## src/rtl/xs_pkg.sv

```systemverilog
package xs_pkg;

    localparam int unsigned PAGE_BYTES = 4096;
    localparam int unsigned PAGE_SH    = 12;
    localparam int unsigned SUB_W      = 13;

    typedef enum logic {
        XS_IDLE  = 1'b0,
        XS_ISSUE = 1'b1
    } xs_state_e;

    // 3-bit size code to a byte limit; codes above 5 saturate at one page
    function automatic logic [SUB_W-1:0] size_code_bytes(input logic [2:0] code);
        logic [SUB_W-1:0] b;
        case (code)
            3'd0:    b = 13'd128;
            3'd1:    b = 13'd256;
            3'd2:    b = 13'd512;
            3'd3:    b = 13'd1024;
            3'd4:    b = 13'd2048;
            default: b = 13'd4096;
        endcase
        return b;
    endfunction

endpackage

```

## src/rtl/xs_len_calc.sv

```systemverilog
module xs_len_calc
    import xs_pkg::*;
#(
    parameter int LEN_W  = 24,
    parameter int DATA_W = 256,
    localparam int BEAT_BYTES = DATA_W / 8,
    localparam int BEAT_SH    = $clog2(BEAT_BYTES),
    localparam int BEAT_W     = $clog2(PAGE_BYTES / BEAT_BYTES) + 1
) (
    input  logic [PAGE_SH-1:0] page_off,
    input  logic [LEN_W-1:0]   rem_len,
    input  logic [2:0]         size_code,
    output logic [SUB_W-1:0]   chunk_len,
    output logic [BEAT_W-1:0]  chunk_beats,
    output logic               chunk_last
);

    logic [SUB_W-1:0] lim_bytes;
    logic [SUB_W-1:0] to_page;
    logic [SUB_W-1:0] rem_cap;
    logic [SUB_W-1:0] len_c;

    always_comb begin
        lim_bytes = size_code_bytes(size_code);
        to_page   = SUB_W'(PAGE_BYTES) - {1'b0, page_off};
        rem_cap   = (rem_len > LEN_W'(PAGE_BYTES)) ? SUB_W'(PAGE_BYTES) : rem_len[SUB_W-1:0];
        len_c     = rem_cap;
        if (lim_bytes < len_c) len_c = lim_bytes;
        if (to_page < len_c)   len_c = to_page;
    end

    assign chunk_len   = len_c;
    assign chunk_beats = BEAT_W'((len_c + SUB_W'(BEAT_BYTES - 1)) >> BEAT_SH);
    assign chunk_last  = (rem_len == LEN_W'(len_c));

endmodule

```

## src/rtl/xs_tag_pool.sv

```systemverilog
module xs_tag_pool #(
    parameter int NUM_TAGS = 8,
    parameter int OFF_W    = 24,
    localparam int TAG_W   = $clog2(NUM_TAGS)
) (
    input  logic             clk,
    input  logic             rst_n,
    input  logic             alloc_en,
    input  logic [TAG_W-1:0] alloc_id,
    input  logic [OFF_W-1:0] alloc_off,
    input  logic             rel_en,
    input  logic [TAG_W-1:0] rel_id,
    input  logic [TAG_W-1:0] lkp_id,
    output logic [OFF_W-1:0] lkp_off,
    output logic             any_free,
    output logic [TAG_W-1:0] free_id
);

    typedef struct packed {
        logic [NUM_TAGS-1:0] busy;
    } pool_t;

    pool_t pool_d, pool_q;
    logic [NUM_TAGS-1:0][OFF_W-1:0] off_all;

    // lowest-numbered free entry
    always_comb begin
        free_id = '0;
        for (int i = NUM_TAGS - 1; i >= 0; i--) begin
            if (!pool_q.busy[i]) free_id = TAG_W'(i);
        end
        any_free = ~&pool_q.busy;
    end

    always_comb begin
        pool_d = pool_q;
        if (rel_en)   pool_d.busy[rel_id]   = 1'b0;
        if (alloc_en) pool_d.busy[alloc_id] = 1'b1;
    end

    always_ff @(posedge clk) begin
        if (!rst_n) pool_q <= '0;
        else        pool_q <= pool_d;
    end

    for (genvar g = 0; g < NUM_TAGS; g++) begin : g_off
        logic [OFF_W-1:0] ent_q;
        always_ff @(posedge clk) begin
            if (!rst_n)
                ent_q <= '0;
            else if (alloc_en && alloc_id == TAG_W'(g))
                ent_q <= alloc_off;
        end
        assign off_all[g] = ent_q;
    end

    assign lkp_off = off_all[lkp_id];

    AST_ALLOC_FREE_TAG: assert property (@(posedge clk) disable iff (!rst_n)
        alloc_en |-> !pool_q.busy[alloc_id]);
    AST_ALLOC_MARKS_BUSY: assert property (@(posedge clk) disable iff (!rst_n)
        alloc_en |=> pool_q.busy[$past(alloc_id)]);

endmodule

```

## src/rtl/xfer_splitter.sv

```systemverilog
module xfer_splitter
    import xs_pkg::*;
#(
    parameter int ADDR_W   = 64,
    parameter int LEN_W    = 24,
    parameter int DATA_W   = 256,
    parameter int NUM_TAGS = 8,
    localparam int TAG_W   = $clog2(NUM_TAGS),
    localparam int BEAT_W  = $clog2(PAGE_BYTES / (DATA_W / 8)) + 1
) (
    input  logic              clk,
    input  logic              rst_n,
    input  logic              desc_valid,
    output logic              desc_ready,
    input  logic [ADDR_W-1:0] desc_src_addr,
    input  logic [ADDR_W-1:0] desc_dst_addr,
    input  logic [LEN_W-1:0]  desc_len,
    input  logic              desc_is_rd,
    input  logic [2:0]        cfg_wr_size_code,
    input  logic [2:0]        cfg_rd_size_code,
    output logic              req_valid,
    input  logic              req_ready,
    output logic [ADDR_W-1:0] req_addr,
    output logic [SUB_W-1:0]  req_len,
    output logic [BEAT_W-1:0] req_beats,
    output logic              req_is_rd,
    output logic [TAG_W-1:0]  req_tag,
    output logic [LEN_W-1:0]  req_offset,
    input  logic [TAG_W-1:0]  cpl_tag,
    output logic [LEN_W-1:0]  cpl_offset,
    input  logic              cpl_release,
    output logic              done
);

    typedef struct packed {
        xs_state_e         st;
        logic [ADDR_W-1:0] addr;
        logic [LEN_W-1:0]  rem;
        logic [LEN_W-1:0]  off;
        logic              rd;
        logic [2:0]        code;
        logic              tag_lk;
        logic [TAG_W-1:0]  tag_id;
        logic              done;
    } ctl_t;

    ctl_t ctl_d, ctl_q;

    logic [SUB_W-1:0]  chunk_len;
    logic [BEAT_W-1:0] chunk_beats;
    logic              chunk_last;
    logic              any_free;
    logic [TAG_W-1:0]  free_id;
    logic [TAG_W-1:0]  cur_tag;
    logic              fire;
    logic [LEN_W-1:0]  len_al;
    logic [ADDR_W-1:0] addr_al;

    xs_len_calc #(
        .LEN_W  (LEN_W),
        .DATA_W (DATA_W)
    ) u_len (
        .page_off    (ctl_q.addr[PAGE_SH-1:0]),
        .rem_len     (ctl_q.rem),
        .size_code   (ctl_q.code),
        .chunk_len   (chunk_len),
        .chunk_beats (chunk_beats),
        .chunk_last  (chunk_last)
    );

    xs_tag_pool #(
        .NUM_TAGS (NUM_TAGS),
        .OFF_W    (LEN_W)
    ) u_tags (
        .clk       (clk),
        .rst_n     (rst_n),
        .alloc_en  (fire && ctl_q.rd),
        .alloc_id  (cur_tag),
        .alloc_off (ctl_q.off),
        .rel_en    (cpl_release),
        .rel_id    (cpl_tag),
        .lkp_id    (cpl_tag),
        .lkp_off   (cpl_offset),
        .any_free  (any_free),
        .free_id   (free_id)
    );

    // tag shown on a stalled read is frozen so a release cannot change it
    assign cur_tag   = ctl_q.tag_lk ? ctl_q.tag_id : free_id;
    assign req_valid = (ctl_q.st == XS_ISSUE) && (!ctl_q.rd || ctl_q.tag_lk || any_free);
    assign fire      = req_valid && req_ready;

    assign desc_ready = (ctl_q.st == XS_IDLE);
    assign req_addr   = ctl_q.addr;
    assign req_len    = chunk_len;
    assign req_beats  = chunk_beats;
    assign req_is_rd  = ctl_q.rd;
    assign req_tag    = ctl_q.rd ? cur_tag : '0;
    assign req_offset = ctl_q.off;
    assign done       = ctl_q.done;

    assign len_al  = {desc_len[LEN_W-1:2], 2'b00};
    assign addr_al = desc_is_rd ? {desc_src_addr[ADDR_W-1:2], 2'b00}
                                : {desc_dst_addr[ADDR_W-1:2], 2'b00};

    always_comb begin
        ctl_d      = ctl_q;
        ctl_d.done = 1'b0;
        case (ctl_q.st)
            XS_IDLE: begin
                if (desc_valid) begin
                    ctl_d.rd     = desc_is_rd;
                    ctl_d.addr   = addr_al;
                    ctl_d.rem    = len_al;
                    ctl_d.off    = '0;
                    ctl_d.code   = desc_is_rd ? cfg_rd_size_code : cfg_wr_size_code;
                    ctl_d.tag_lk = 1'b0;
                    if (len_al == '0) ctl_d.done = 1'b1;
                    else              ctl_d.st   = XS_ISSUE;
                end
            end
            XS_ISSUE: begin
                if (fire) begin
                    ctl_d.addr   = ctl_q.addr + ADDR_W'(chunk_len);
                    ctl_d.rem    = ctl_q.rem - LEN_W'(chunk_len);
                    ctl_d.off    = ctl_q.off + LEN_W'(chunk_len);
                    ctl_d.tag_lk = 1'b0;
                    if (chunk_last) begin
                        ctl_d.st   = XS_IDLE;
                        ctl_d.done = 1'b1;
                    end
                end else if (req_valid && ctl_q.rd && !ctl_q.tag_lk) begin
                    ctl_d.tag_lk = 1'b1;
                    ctl_d.tag_id = free_id;
                end
            end
            default: ctl_d.st = XS_IDLE;
        endcase
    end

    always_ff @(posedge clk) begin
        if (!rst_n) begin
            ctl_q    <= '0;
            ctl_q.st <= XS_IDLE;
        end else begin
            ctl_q <= ctl_d;
        end
    end

    AST_NO_PAGE_CROSS: assert property (@(posedge clk) disable iff (!rst_n)
        req_valid |-> ({1'b0, req_addr[PAGE_SH-1:0]} + req_len) <= SUB_W'(PAGE_BYTES));
    AST_WR_SIZE_LIMIT: assert property (@(posedge clk) disable iff (!rst_n)
        (req_valid && !req_is_rd) |-> req_len <= size_code_bytes(ctl_q.code));
    AST_RD_SIZE_LIMIT: assert property (@(posedge clk) disable iff (!rst_n)
        (req_valid && req_is_rd) |-> req_len <= size_code_bytes(ctl_q.code));
    AST_LEN_WITHIN_REM: assert property (@(posedge clk) disable iff (!rst_n)
        req_valid |-> (req_len != '0) && (LEN_W'(req_len) <= ctl_q.rem));
    AST_BUSY_NOT_READY: assert property (@(posedge clk) disable iff (!rst_n)
        req_valid |-> !desc_ready);
    AST_DONE_NO_REQ: assert property (@(posedge clk) disable iff (!rst_n)
        done |-> !req_valid);
    AST_DWORD_ALIGNED: assert property (@(posedge clk) disable iff (!rst_n)
        req_valid |-> (req_addr[1:0] == 2'b00) && (req_len[1:0] == 2'b00));
    AST_REQ_HOLD: assert property (@(posedge clk) disable iff (!rst_n)
        (req_valid && !req_ready) |=> req_valid && $stable(req_addr) && $stable(req_len)
            && $stable(req_tag) && $stable(req_offset) && $stable(req_beats)
            && $stable(req_is_rd));
    AST_WR_TAG_ZERO: assert property (@(posedge clk) disable iff (!rst_n)
        (req_valid && !req_is_rd) |-> req_tag == '0);

endmodule

```

## config.mk

```make
export PLATFORM = sky130hd
export DESIGN_NAME = xfer_splitter
export DESIGN_NICKNAME = d
export VERILOG_FILES = /design/src/rtl/xs_pkg.sv /design/src/rtl/xs_len_calc.sv /design/src/rtl/xs_tag_pool.sv /design/src/rtl/xfer_splitter.sv
export SDC_FILE = /design/constraint.sdc
export NUM_CORES = 1
export LEC_CHECK = 0
export ABC_CLOCK_PERIOD_IN_PS = 11750
export BUFFER_PORTS_ARGS = -buffer_cell sky130_fd_sc_hd__buf_2
export CORE_MARGIN = 2
export CORE_UTILIZATION = 40
export CTS_CLUSTER_DIAMETER = 80
export CTS_CLUSTER_SIZE = 28
export DETAILED_ROUTE_END_ITERATION = 16
export GPL_TIMING_DRIVEN = 0
export PLACE_DENSITY = 0.72
export SLEW_MARGIN = 20
export SYNTH_ARGS = -nofsm -noshare
export SYNTH_HDL_FRONTEND = slang
export SYNTH_SLANG_ARGS = --single-unit
```

## constraint.sdc

```tcl
create_clock -name clk -period 11.75 [get_ports clk]
set_input_delay 2.35 -clock clk [delete_from_list [all_inputs] [get_ports clk]]
set_output_delay 2.35 -clock clk [all_outputs]
set_load 0.01 [all_outputs]
```

# Word level (Yosys, flattened, before mapping)
# Cells that the tools add are included.
dict set report totals {
  register_bits 322
  input_bits 167
  out_inout_bits 140
  word_cells 115
}
dict set report op_classes {
  addsub 5
  n_lt_le_gt_ge 7
  eq_ne 15
  mux 37
  bitwise_logic 5
  n_reduce_logical 28
}
# operator count
set ops {}
lappend ops {{$pmux W113 S2} 1}
lappend ops {{$mux W118} 1}
lappend ops {{$mux W113} 1}
lappend ops {{$bmux W24 S3} 1}
lappend ops {{$pmux W13 S5} 1}
lappend ops {{$add A64 B13 Y64} 1}
lappend ops {{$mux W64} 1}
lappend ops {{$mux W13} 3}
lappend ops {{$mux W3} 11}
lappend ops {{$lt A13 B13 Y1} 2}
lappend ops {{$add A24 B13 Y24} 1}
lappend ops {{$eq A24 B13 Y1} 1}
lappend ops {{$gt A24 B13 Y1 const B} 1}
lappend ops {{$logic_not A24 Y1} 1}
lappend ops {{$mux W24} 1}
lappend ops {{$sub A24 B13 Y24} 1}
lappend ops {{$mux W8} 2}
lappend ops {{$eq A3 B3 Y1 const B} 5}
lappend ops {{$logic_and A1 B1 Y1} 15}
lappend ops {{$add A13 B5 Y13 const B} 1}
lappend ops {{$sub A13 B12 Y13 const A} 1}
lappend ops {{$eq A3 B2 Y1 const B} 4}
lappend ops {{$mux W1} 9}
lappend ops {{$and A8 B8 Y8} 1}
lappend ops {{other kinds (18)} 30}

# Longest topological paths before layout
dict set report depth {
  depth_word 15
  mapped_depth 38
  depth_no_buf 32
}

# Cells and area by module
# Synthesis repeated with hierarchy kept, for this count alone.
dict set report unflattened {
  hier_cells 2446
  hier_area_um2 20365.8
}
# mod n_inst cells_each area_per_inst_um2 seq_area_each_um2
set by_module_without_submodules {}
lappend by_module_without_submodules {xfer_splitter 1 1208 9491.6 2442.3}
lappend by_module_without_submodules {xs_tag_pool 1 1007 9268.9 4003.8}
lappend by_module_without_submodules {xs_len_calc 1 231 1605.3 0.0}

# Least setup slack after synthesis
# OpenSTA, ideal clock, no wires.
dict set report synth_path {
  path_kind {reg2out}
  start {register ctl_q[46] (netlist bit)}
  end {output req_beats[6]}
  t_arrival_ns 6.656
  required_time_ns 9.400
  path_slack_ns 2.744
  path_stages_with_launch 28
  n_path_buf 5
  path_cell_list {dfxtp_1 or4_4 or4_1 buf_2 nor3b_4 and2_0 clkbuf_1 nand2_1 ha_1 nand4_1 or4_1 nand2_1 and3_1 clkbuf_1 nand2_1 ha_1 a21oi_1 o211ai_1 a211oi_1 a41o_1 buf_4 nand2_1 and2_1 clkbuf_1 or3_1 nor2_1 nand2_1 xnor2_1}
}
dict set report synth_via {
  elab_chain_cells 7
}
# element line_no
set synth_rtl {}
lappend synth_rtl {{from (decl)} xfer_splitter.sv:47} ;# ctl_t ctl_d, ctl_q;
lappend synth_rtl {{from (signal assigned)} xfer_splitter.sv:146} ;# ctl_q <= ctl_d;
lappend synth_rtl {{$gt A24 B13 Y1 (*)} xs_len_calc.sv:26} ;# rem_cap = (rem_len > LEN_W'(PAGE_BYTES)) ? SUB_W'(PAGE_BYTES) : rem_len[SUB_W-1:0];
lappend synth_rtl {{$mux W13 (*)} xs_len_calc.sv:26}
lappend synth_rtl {{$lt A13 B13 Y1} xs_len_calc.sv:28} ;# if (lim_bytes < len_c) len_c = lim_bytes;
lappend synth_rtl {{$mux W13 (*)} xs_len_calc.sv:28}
lappend synth_rtl {{$lt A13 B13 Y1} xs_len_calc.sv:29} ;# if (to_page < len_c) len_c = to_page;
lappend synth_rtl {{$mux W13 (*)} xs_len_calc.sv:29}
lappend synth_rtl {{$add A13 B5 Y13 (*)} xs_len_calc.sv:33} ;# assign chunk_beats = BEAT_W'((len_c + SUB_W'(BEAT_BYTES - 1)) >> BEAT_SH);
lappend synth_rtl {{to (decl)} xfer_splitter.sv:25} ;# output logic [BEAT_W-1:0] req_beats,
# Mark *: on every way between the ends. The rest lies on a longest branch, timed or not.

# Final worst setup path
# Ends and elaborated chain as after synthesis.

==> metrics.cfg <==
[global_route]
overflow=0
grt_max_degree=29
grt_pass1_wl_um=112000
grt_pass1_vias=18900
track_usage_pct=28.9
antenna_found_initial=2

[setup_path]
slowest_delay_ns=0.60
cp_slowest_cell=nor3_1
startpoint_type=flop
required_ns=9.40
cp_max_fo=10
criticalPathCategory=reg2out
cp.arrival_ns=8.65
cp-end-kind=output port
path_common_cell=nand2_1

[place]
dp_cells=3302
gp_congestion=0.952
portBuffers=297
dp_hpwl_um=57000
dpl_cell_area_mm2=0.0217

[min_path]
hold_path_class=reg2reg

[synth]
synth_area_mm2=0.0194
syn-num-nets=2610
synth.top_cell.area_share_pct=33.2
yosys.area.top_type=dfxtp_1
synth_most_common_cell=nand2_1
ys_types=97
syn_inst=2389
synth_edf_count=0
synth_area_leaders=dfxtp_1 33%, nand2_1 8.8%, a21oi_1 6.8%
synthFlopType=dfxtp_1
synth.avg_cell_area_um2=8.13
synth_seq_cells=322
async_reset_ff_share_pct=0
yosysWarnings=0
synthTopCellsByCount=453 x nand2_1, 322 x dfxtp_1, 264 x a21oi_1, 176 x nor2_1, 150 x clkbuf_1
synth-seq-area-share_pct=33.2

[finish]
drive_gt1_share_pct=20.7
fin_cells=3340
antenna_cells=0
num-fill-cells=4660
final_core_util_pct=46.9
area_delta_synth_final_pct=15.7
fin_area_mm2=0.0225
final_nets=2931

[power_and_ir_drop]
combPwrFrac_pct=47.8
total_power_w=0.00397
p_switching_w=0.00176
ir_drop_v=0.0000967
sw_frac_of_total_pct=44.4
intPower_w=0.00221
power_frac_seq_pct=30.2
power.leakage_nw=9.30
powerDensity_mw_per_mm2=177
pwr-share-clk_pct=21.9

[route]
vias=19800
wl_per_cell_um=22.5
drt_first_pass_iters=8
remaining_drc_errors=0
routed_wl_um=75100
dr.first_iter.drc_count=2113
via_per_inst=5.92
final_antenna_net_count=0

[floorplan]
die_w_um=224
coreArea_mm2=0.0478
ios=307
die_h_um=224
initial_core_util_pct=40.6
die_area_mm2=0.0503
std_cell_rows=80

[clock_tree]
cts_hold_buffers=0
post_cts_buffers=0
cts-htree-levels=1
clk_pin_slew_worst_paths_ns=0.10
clockBufferDepth=3
ctsResizeCount=0
root_buffer=clkbuf_16
cts_tree=yes
clock_latency_ns=0.57
cts_sinks=322
cts_buffers=21

[status]
outcome=finished, final reports clean

[timing]
hold_viol=0
setup-tns-final_ns=0
post-route-period-util_pct=93.6
slew_headroom_pct=18.0
fin_skew_ns=0.0220
tightest_slew_ns=1.22
setup_violations=0
rsz0062_at_grt=no
finalCriticalPeriod_ns=11.00
max_freq_mhz=90.9
drv_slew=0

[run]
drv_cap=0

[placed cells by master (no fill, tap or decap), types with 11 or more instances in the layout]
cell / synthesis / final
a221oi_1: 12 / 12
mux4_2: 48 / 48
inv_1: 47 / 47
buf_2: 2 / 300
buf_4: 89 / 89
nand4_1: 20 / 20
a21oi_1: 264 / 264
ha_1: 54 / 54
xor2_1: 30 / 30
clkbuf_16: 0 / 21
nor2_1: 176 / 176
or3_1: 11 / 11
nor3_1: 26 / 26
o21a_1: 13 / 13
xnor2_1: 25 / 25
a21o_1: 15 / 15
nand2_1: 453 / 453
o21ai_0: 67 / 67
o22ai_1: 14 / 14
and3_1: 30 / 30
o211ai_1: 23 / 23
or4_1: 12 / 12
nor4_1: 12 / 12
clkbuf_1: 150 / 150
a31oi_1: 31 / 31
nand3_1: 67 / 67
mux2i_1: 114 / 114
mux2_2: 48 / 48
buf_1: 14 / 14
dfxtp_1: 322 / 322
and2_1: 15 / 15
[critical path: cells and delay by family, from the launching register on]
| family | cells | cell delay (ns) |
|---|---|---|
| buffers and inverters | 6 | 1.58 |
| AND/OR/NAND/NOR | 15 | 4.46 |
| flip-flops | 1 | 0.38 |
| adder cells (fa/ha/maj) | 2 | 0.65 |
| AO/OA/AOI/OAI | 4 | 0.83 |
| XOR/XNOR | 1 | 0.19 |
[path summary, 6_finish.rpt]
check        cells after the start                     start                        to  slack [ns]
min reg2reg                      2  u_tags.g_off[2].ent_q[6]  u_tags.g_off[2].ent_q[6]        0.46
min                              2  u_tags.g_off[2].ent_q[6]  u_tags.g_off[2].ent_q[6]        0.46
max                             28                 ctl_q[46]              req_beats[6]        0.75
max reg2reg                     32                 ctl_q[46]              req_addr[47]        1.40
[metal layers]
metal / GRT usage (%) / part of all wire, %
met5: 0 / 0
met4: 13.7 / 5.3
met3: 4.30 / 9.1
met2: 47.1 / 45
met1: 37.6 / 40
[layout make-up]
cell class	count	area, um^2	area share, %
sequential	322	6450	28.7
inverter	47	176	0.785
clock buffer	22	529	2.36
clock inverter	16	244	1.09
buffer	256	1310	5.82
tap	615	769	3.43
timing repair buffer	298	1490	6.64
multi-input combinational	1764	11500	51.2
[logic make-up (layout without fill, tap and decap cells)]
group / after synthesis / in the layout / synth area share [%]
AO/OA/AOI/OAI: 566 / 566 / 18.7
XOR/XNOR: 55 / 55 / 2.48
adder cells (fa/ha/maj): 57 / 57 / 3.64
buffers and inverters: 303 / 639 / 7.63
flip-flops: 322 / 322 / 33.2
multiplexers: 210 / 210 / 14.2
AND/OR/NAND/NOR: 876 / 876 / 20.1
[metrics by stage]
| stage | hold WS, ns | setup WS, ns |
|---|---|---|
| 5_1_grt | 0.471 | 0.299 |
| 2_1_floorplan | 0.433 | 2.74 |
| 3_5_place_dp | 0.443 | 1.24 |
| 6_report | 0.459 | 0.753 |
| 4_1_cts | 0.458 | 0.607 |
| 3_3_place_gp | 0.438 | 1.31 |
[power groups by stage]
stage	logic, W	clock network [W]	registers (W)
global placement	0.00182	0	0.00122
floorplan	0.00129	0	0.00120
CTS	0.00185	0.000876	0.00120
finish	0.00190	0.000871	0.00120
detailed placement	0.00184	0	0.00122
global route	0.00204	0.000916	0.00120
[registers in the layout, indices dropped and copies added, names as in the netlist]
signal and flops:
done 1, req_offset 24, req_is_rd 1, u_tags.g_off.ent_q 192, ctl_q 32, u_tags.pool_q 8, req_addr 64
No activity file was read; power rests on OpenSTA's default activity.
